==> src/rtl/ebc_pkg.sv <==
`timescale 1ns/1ps
package ebc_pkg;
    typedef enum logic [2:0] {
        ST_IDLE,
        ST_INT,
        ST_T1,
        ST_T2,
        ST_T3,
        ST_TW,
        ST_T4
    } ebc_state_e;
endpackage

==> src/rtl/ebc_decode.sv <==
`timescale 1ns/1ps
module ebc_decode #(
    parameter int          AW       = 24,
    parameter int          WIN_W    = 20,
    parameter int          NUM_CE   = 3,
    parameter logic [15:0] LOCAL_LO = 16'hD800
) (
    input  logic [AW-1:0]     addr,
    input  logic              mpu_mode,
    output logic [NUM_CE-1:0] ce_hit
);
    localparam int TAG_W = AW - WIN_W;

    logic [TAG_W-1:0] win;
    logic             local_blk;

    assign win       = addr[AW-1:WIN_W];
    // RAM, display and I/O block in the first 64 KB stay on chip
    assign local_blk = (addr[WIN_W-1:16] == '0) && (addr[15:0] >= LOCAL_LO);

    for (genvar i = 0; i < NUM_CE; i++) begin : g_win
        if (i == 0) begin : g_low
            assign ce_hit[i] = mpu_mode ? ((win == TAG_W'(0)) && !local_blk)
                                        : (win == TAG_W'(1));
        end else begin : g_high
            assign ce_hit[i] = mpu_mode ? (win == TAG_W'(i))
                                        : (win == TAG_W'(i + 1));
        end
    end
endmodule

==> src/rtl/ebc_seq.sv <==
`timescale 1ns/1ps
module ebc_seq
    import ebc_pkg::*;
#(
    parameter int WAIT_W = 3
) (
    input  logic              clk,
    input  logic              rst_n,
    input  logic              start,
    input  logic              ext,
    input  logic [WAIT_W-1:0] wait_sel,
    input  logic              slow_clk,
    output ebc_state_e        state_q,
    output logic              frame_on,
    output logic              strobe_on,
    output logic              drive_on,
    output logic              sample,
    output logic              done
);
    localparam int CNT_W = WAIT_W + 1;

    ebc_state_e       state_d;
    logic [CNT_W-1:0] wcnt_q;

    always_comb begin
        state_d = state_q;
        unique case (state_q)
            ST_IDLE: if (start) state_d = ext ? ST_T1 : ST_INT;
            ST_INT:  state_d = ST_IDLE;
            ST_T1:   state_d = ST_T2;
            ST_T2:   state_d = ST_T3;
            ST_T3:   state_d = (wcnt_q == '0) ? ST_T4 : ST_TW;
            ST_TW:   state_d = (wcnt_q == CNT_W'(1)) ? ST_T4 : ST_TW;
            ST_T4:   state_d = ST_IDLE;
            default: state_d = ST_IDLE;
        endcase
    end

    always_ff @(posedge clk or negedge rst_n) begin
        if (!rst_n) state_q <= ST_IDLE;
        else        state_q <= state_d;
    end

    always_ff @(posedge clk or negedge rst_n) begin
        if (!rst_n) begin
            wcnt_q <= '0;
        end else if (state_q == ST_IDLE && start) begin
            wcnt_q <= slow_clk ? '0 : {wait_sel, 1'b0};
        end else if (state_q == ST_TW) begin
            wcnt_q <= wcnt_q - CNT_W'(1);
        end
    end

    always_comb begin
        frame_on  = 1'b0;
        strobe_on = 1'b0;
        drive_on  = 1'b0;
        sample    = 1'b0;
        done      = 1'b0;
        unique case (state_q)
            ST_IDLE: ;
            ST_INT:  done = 1'b1;
            ST_T1:   frame_on = 1'b1;
            ST_T2: begin
                frame_on  = 1'b1;
                strobe_on = 1'b1;
                drive_on  = 1'b1;
            end
            ST_T3: begin
                frame_on  = 1'b1;
                strobe_on = 1'b1;
                drive_on  = 1'b1;
                sample    = (wcnt_q == '0);
            end
            ST_TW: begin
                frame_on  = 1'b1;
                strobe_on = 1'b1;
                drive_on  = 1'b1;
                sample    = (wcnt_q == CNT_W'(1));
            end
            ST_T4: begin
                frame_on = 1'b1;
                drive_on = 1'b1;
                done     = 1'b1;
            end
            default: ;
        endcase
    end

    AST_T1_THEN_T2: assert property (@(posedge clk) disable iff (!rst_n)
        state_q == ST_T1 |=> state_q == ST_T2);
    AST_WAIT_AFTER_T3: assert property (@(posedge clk) disable iff (!rst_n)
        state_q == ST_TW |-> ($past(state_q) == ST_T3 || $past(state_q) == ST_TW));
    AST_T4_FROM_STROBE: assert property (@(posedge clk) disable iff (!rst_n)
        state_q == ST_T4 |-> ($past(state_q) == ST_T3 || $past(state_q) == ST_TW));
endmodule

==> src/rtl/ext_bus_ctl.sv <==
`timescale 1ns/1ps
module ext_bus_ctl
    import ebc_pkg::*;
#(
    parameter int CPU_AW = 24,
    parameter int BUS_AW = 20,
    parameter int DW     = 8,
    parameter int NUM_CE = 3,
    parameter int WAIT_W = 3
) (
    input  logic              clk,
    input  logic              rst_n,
    input  logic              req_valid,
    output logic              req_ready,
    input  logic              req_write,
    input  logic [CPU_AW-1:0] req_addr,
    input  logic [DW-1:0]     req_wdata,
    output logic              cyc_done,
    output logic [DW-1:0]     cyc_rdata,
    input  logic              mpu_mode,
    input  logic              expand_mode,
    input  logic              slow_clk,
    input  logic              standby,
    input  logic [WAIT_W-1:0] wait_sel,
    input  logic [NUM_CE-1:0] ce_func,
    input  logic [BUS_AW-1:0] port_addr,
    input  logic              port_rd,
    input  logic              port_wr,
    input  logic [NUM_CE-1:0] port_ce,
    input  logic [DW-1:0]     port_dout,
    input  logic [DW-1:0]     port_doe,
    output logic [BUS_AW-1:0] bus_addr,
    output logic              bus_rd_n,
    output logic              bus_wr_n,
    output logic [NUM_CE-1:0] bus_ce_n,
    output logic [DW-1:0]     bus_dout,
    output logic [DW-1:0]     bus_doe,
    input  logic [DW-1:0]     bus_din
);
    ebc_state_e        state_q;
    logic [NUM_CE-1:0] ce_hit;
    logic              accept;
    logic              ext_req;
    logic              frame_on;
    logic              strobe_on;
    logic              drive_on;
    logic              sample;

    logic [BUS_AW-1:0] addr_q;
    logic [DW-1:0]     wdata_q;
    logic              write_q;
    logic [NUM_CE-1:0] sel_q;
    logic [DW-1:0]     rdata_q;

    ebc_decode #(
        .AW     (CPU_AW),
        .WIN_W  (BUS_AW),
        .NUM_CE (NUM_CE)
    ) u_decode (
        .addr     (req_addr),
        .mpu_mode (mpu_mode),
        .ce_hit   (ce_hit)
    );

    assign req_ready = (state_q == ST_IDLE) && !standby;
    assign accept    = req_valid && req_ready;
    assign ext_req   = expand_mode && (ce_hit != '0);

    ebc_seq #(
        .WAIT_W (WAIT_W)
    ) u_seq (
        .clk       (clk),
        .rst_n     (rst_n),
        .start     (accept),
        .ext       (ext_req),
        .wait_sel  (wait_sel),
        .slow_clk  (slow_clk),
        .state_q   (state_q),
        .frame_on  (frame_on),
        .strobe_on (strobe_on),
        .drive_on  (drive_on),
        .sample    (sample),
        .done      (cyc_done)
    );

    always_ff @(posedge clk or negedge rst_n) begin
        if (!rst_n) begin
            addr_q  <= '0;
            wdata_q <= '0;
            write_q <= 1'b0;
            sel_q   <= '0;
        end else if (accept) begin
            addr_q  <= req_addr[BUS_AW-1:0];
            wdata_q <= req_wdata;
            write_q <= req_write;
            sel_q   <= ext_req ? ce_hit : '0;
        end
    end

    always_ff @(posedge clk or negedge rst_n) begin
        if (!rst_n)                rdata_q <= '0;
        else if (accept)           rdata_q <= '0;
        else if (sample && !write_q) rdata_q <= bus_din;
    end

    assign cyc_rdata = rdata_q;

    always_comb begin
        bus_addr = port_addr;
        bus_rd_n = port_rd;
        bus_wr_n = port_wr;
        bus_ce_n = port_ce;
        bus_dout = port_dout;
        bus_doe  = port_doe;
        if (expand_mode) begin
            bus_addr = addr_q;
            bus_rd_n = !(strobe_on && !write_q);
            bus_wr_n = !(strobe_on && write_q);
            bus_dout = wdata_q;
            bus_doe  = (drive_on && write_q) ? '1 : '0;
            for (int i = 0; i < NUM_CE; i++) begin
                if (ce_func[i]) bus_ce_n[i] = !(sel_q[i] && frame_on && !standby);
            end
        end
    end

    AST_ONE_CE: assert property (@(posedge clk) disable iff (!rst_n)
        expand_mode |-> $countones(~bus_ce_n & ce_func) <= 1);
    AST_STANDBY_CE: assert property (@(posedge clk) disable iff (!rst_n)
        (expand_mode && standby) |-> ((bus_ce_n & ce_func) == ce_func));
    AST_STROBE_EXCL: assert property (@(posedge clk) disable iff (!rst_n)
        expand_mode |-> (bus_rd_n || bus_wr_n));
    AST_DOE_NOT_READ: assert property (@(posedge clk) disable iff (!rst_n)
        (expand_mode && bus_doe != '0) |-> bus_rd_n);
    AST_DONE_PULSE: assert property (@(posedge clk) disable iff (!rst_n)
        cyc_done |=> !cyc_done);
    AST_CE_HOLDS_ADDR: assert property (@(posedge clk) disable iff (!rst_n)
        (expand_mode && !bus_rd_n && !$rose(!bus_rd_n)) |-> $stable(bus_addr));
endmodule

==> config.mk <==
export PLATFORM = sky130hd
export DESIGN_NAME = ext_bus_ctl
export DESIGN_NICKNAME = d
export VERILOG_FILES = /design/src/rtl/ebc_pkg.sv /design/src/rtl/ebc_decode.sv /design/src/rtl/ebc_seq.sv /design/src/rtl/ext_bus_ctl.sv
export SDC_FILE = /design/constraint.sdc
export NUM_CORES = 1
export LEC_CHECK = 0
export BUFFER_PORTS_ARGS = -buffer_cell sky130_fd_sc_hd__buf_2
export CAP_MARGIN = 20
export CORE_ASPECT_RATIO = 1.1
export CORE_MARGIN = 2
export CORE_UTILIZATION = 49
export CTS_CLUSTER_DIAMETER = 60
export DETAILED_ROUTE_END_ITERATION = 8
export GPL_ROUTABILITY_DRIVEN = 0
export PLACE_DENSITY = 0.87
export SYNTH_ARGS = -nofsm -noshare
export SYNTH_HDL_FRONTEND = slang
export SYNTH_SLANG_ARGS = --single-unit
export TNS_END_PERCENT = 20
==> constraint.sdc <==
create_clock -name clk -period 4.3 [get_ports clk]
set_clock_uncertainty 0.2 [all_clocks]
set_input_delay 0.86 -clock clk [delete_from_list [all_inputs] [get_ports clk]]
set_output_delay 0.86 -clock clk [all_outputs]
set_load 0.01 [all_outputs]
==> results.txt <==
Synth Cell Area: 0.00271 mm²
Final HPWL DP: 5040 µm
Post-CTS setup buffers: 0
Initial antenna violation count: 0
Leak: 0.00199 µW
YS warnings: 0
Largest net degree at the start of global routing: 49
Dpl ws: 963 ps
Port Buf Inserts: 145
Die width: 74.9 µm
# Max-Cap Violations: 0
CP max stage cell: buf_2
Critical path required time: 3240 ps
Synth cell types: 39
Die ar.: 0.00614 mm²
Share of cells above drive strength 1: 43.8%
Initial core utilization: 50.6%
Clock slew seen by the registers of the worst setup and hold paths: 80 ps
Compound-Gate Fraction of Synth Area: 10.3%
Iteration-0 DRC count of the detailed router: 139
Tot GR Track Use: 21.5%
Total Wirelength: 6840 µm
Final period utilization: 77.7%
Post-CTS sizing: 0
Final Hold Fails: 0
Vias per cell: 4.97
Synth Register Bits: 47
Pwr dens: 310 mW/mm²
Gr ovfl total: 0
CP endpoint kind: output port
Arr. time, crit path: 2280 ps
Crit path top cell by count: buf_2
Root cell of the clock tree: clkbuf_8
Post-CTS Hold Buffers: 0
WL per Instance: 13.3 µm
TritonCTS buffer count: 5
Core area: 0.00536 mm²
Worst skew pair latency: 290 ps
Post-route antenna net violation count: 0
Slew HR: 39.7%
Largest family of logic cells by synthesized area: simple AND/OR/NAND/NOR gates
Syn Inst Count: 300
Setup tns final: 0 ps
Critical path type: in -> out
CP startpoint kind: input port
Setup ws final: 959 ps
Post-Synth XOR/XNOR Area: 0.970%
Setup slack, reg-to-reg: 1750 ps
CTS sink cnt: 47
Seq/Total Area, Yosys: 43.4%
I/O pins: 146
RSZ-0062 raised after global routing: false
Drc violations: 0
Simple-gate share of the synthesized area: 22.6%
Min-Delay Path Class: reg -> reg
# diodes: 0
Worst Path Max Fanout: 48
Vias in the first global route: 2323
Endpoints failing setup: 0
Via count of the routed design: 2552
Mux cell area share after synthesis: 15.5%
Critical Path Max Stage Delay: 670 ps
Max VDD drop: 0.186 mV
CTS max path bufs: 2
Critical path cell sequence: buf_2, nand3_1, o21ai_0, buf_2
H-tree level count: 2
Die height: 82 µm
Nets: 535
Drt pass-1 iters: 4
Slew Viols, Final: 0
Syn avg cell area: 9.03 µm²
CTS tree: yes
Area Growth Syn to Fin: 31.0%
Rows: 28
Adder-cell share of the synthesized area: 1.39%
Global-route wire length before repair: 10200 µm
Final Critical Period: 3340 ps
Worst Tran Pin Value: 905 ps
FMAX: 0.299 GHz
Status: finished clean
Synth Net Count: 398
## synthesized netlist by cell type
cell type / instances / area share, %
mux2i_1: 9 / 3.3
nand4_4: 1 / 0.78
xor2_1: 1 / 0.32
nor4b_4: 1 / 0.88
nand3b_1: 2 / 0.55
o2bb2ai_1: 1 / 0.32
ha_1: 3 / 1.4
a21o_1: 1 / 0.28
and2_1: 2 / 0.46
buf_4: 6 / 1.7
o21ai_0: 19 / 3.5
nand2_1: 93 / 13
mux2_4: 1 / 0.55
nor4_4: 1 / 0.78
and3b_1: 1 / 0.32
clkbuf_1: 3 / 0.42
o22ai_1: 1 / 0.23
a222oi_1: 1 / 0.37
a22o_1: 1 / 0.32
nor2_1: 19 / 2.6
nand2b_1: 2 / 0.46
nor3_1: 2 / 0.37
buf_2: 7 / 1.3
o21ba_1: 1 / 0.37
nand2_2: 1 / 0.23
dfrtp_1: 47 / 43
or2_2: 1 / 0.23
a41oi_1: 3 / 0.97
buf_6: 1 / 0.42
o31ai_4: 1 / 0.78
xnor2_1: 2 / 0.65
a31oi_1: 2 / 0.46
o221a_2: 2 / 0.83
mux2_2: 28 / 12
nor3b_1: 3 / 0.83
inv_1: 15 / 2.1
or4_4: 1 / 0.42
a21oi_1: 10 / 1.8
nand3_1: 4 / 0.74
## flip-flops by register name, indices dropped and copies added (netlist names)
| signal | count |
|---|---|
| addr_q | 20 |
| u_seq.state_q | 3 |
| wdata_q | 8 |
| cyc_rdata | 8 |
| sel_q | 3 |
| u_seq.wcnt_q | 4 |
| write_q | 1 |
## layout make-up
cell class / instances / area (µm²)
fillers: 468 / 1810
multi-input cells: 221 / 1380
flip-flops and latches: 47 / 1180
repair buffers: 147 / 753
well taps: 75 / 93.8
clock buffers: 7 / 86.3
inverters: 15 / 56.3
clock inverters: 1 / 8.76
## routing by layer
layer / wire length (µm) / GRT usage, %
met2: 3620 / 39.1
met4: 55 / 4.64
met3: 535 / 5.52
met1: 2620 / 25.2
met5: 0 / 0
## worst paths after layout
check | end | start | cells past startpoint
max | bus_doe[4] | expand_mode | 4
max in group asynchronous | addr_q[17] | rst_n | 2
max reg2reg | addr_q[16] | u_seq.state_q[1] | 5
min in group asynchronous | sel_q[0] | rst_n | 1
min | addr_q[17] | addr_q[17] | 2
min reg2reg | addr_q[17] | addr_q[17] | 2
## stage by stage
step	hold slack, ps	util [%]	power (µW)	cell area, µm²	std cells
after floorplan	240	-	701	2710	300
after global placement	252	64.1	812	3430	504
after detailed placement	260	64.1	826	3430	504
after CTS	283	65.8	1110	3530	512
after global routing	308	66.2	1170	3550	513
final	282	66.2	1100	3550	513
## cells by family (layout without fill, tap and decap cells)
kind of cell	after synthesis	in the layout
AOI/OAI and AO/OA	43	43
xor gates and xnor gates	3	3
adders and majority gates	3	3
buffers and inverters	32	170
DFF	47	47
muxes	38	38
and+or+nand+nor	134	134
## cells in the final DEF, fill, tap and decap left out, types with 2 or more instances in the layout
cell type,instances
mux2_2,28
inv_1,15
ha_1,3
and2_1,2
a31oi_1,2
dfrtp_1,47
a41oi_1,3
nor3b_1,3
xnor2_1,2
buf_2,145
o21ai_0,19
clkbuf_8,6
nor3_1,2
nand2b_1,2
o221a_2,2
nand2_1,93
mux2i_1,9
nand3_1,4
nor2_1,19
nand3b_1,2
a21oi_1,10
## where the power goes
group	switching [µW]	internal (µW)
registers	40.4	498
logic	143	136
clock network	149	132
total	333	767
## worst max-delay path, delay by kind of cell
family,cells,cell delay (ps)
buffers and inverters,2,830
AND/OR/NAND/NOR,1,390
AO/OA/AOI/OAI,1,180
Note: power is estimated with default switching activity, not from simulation.
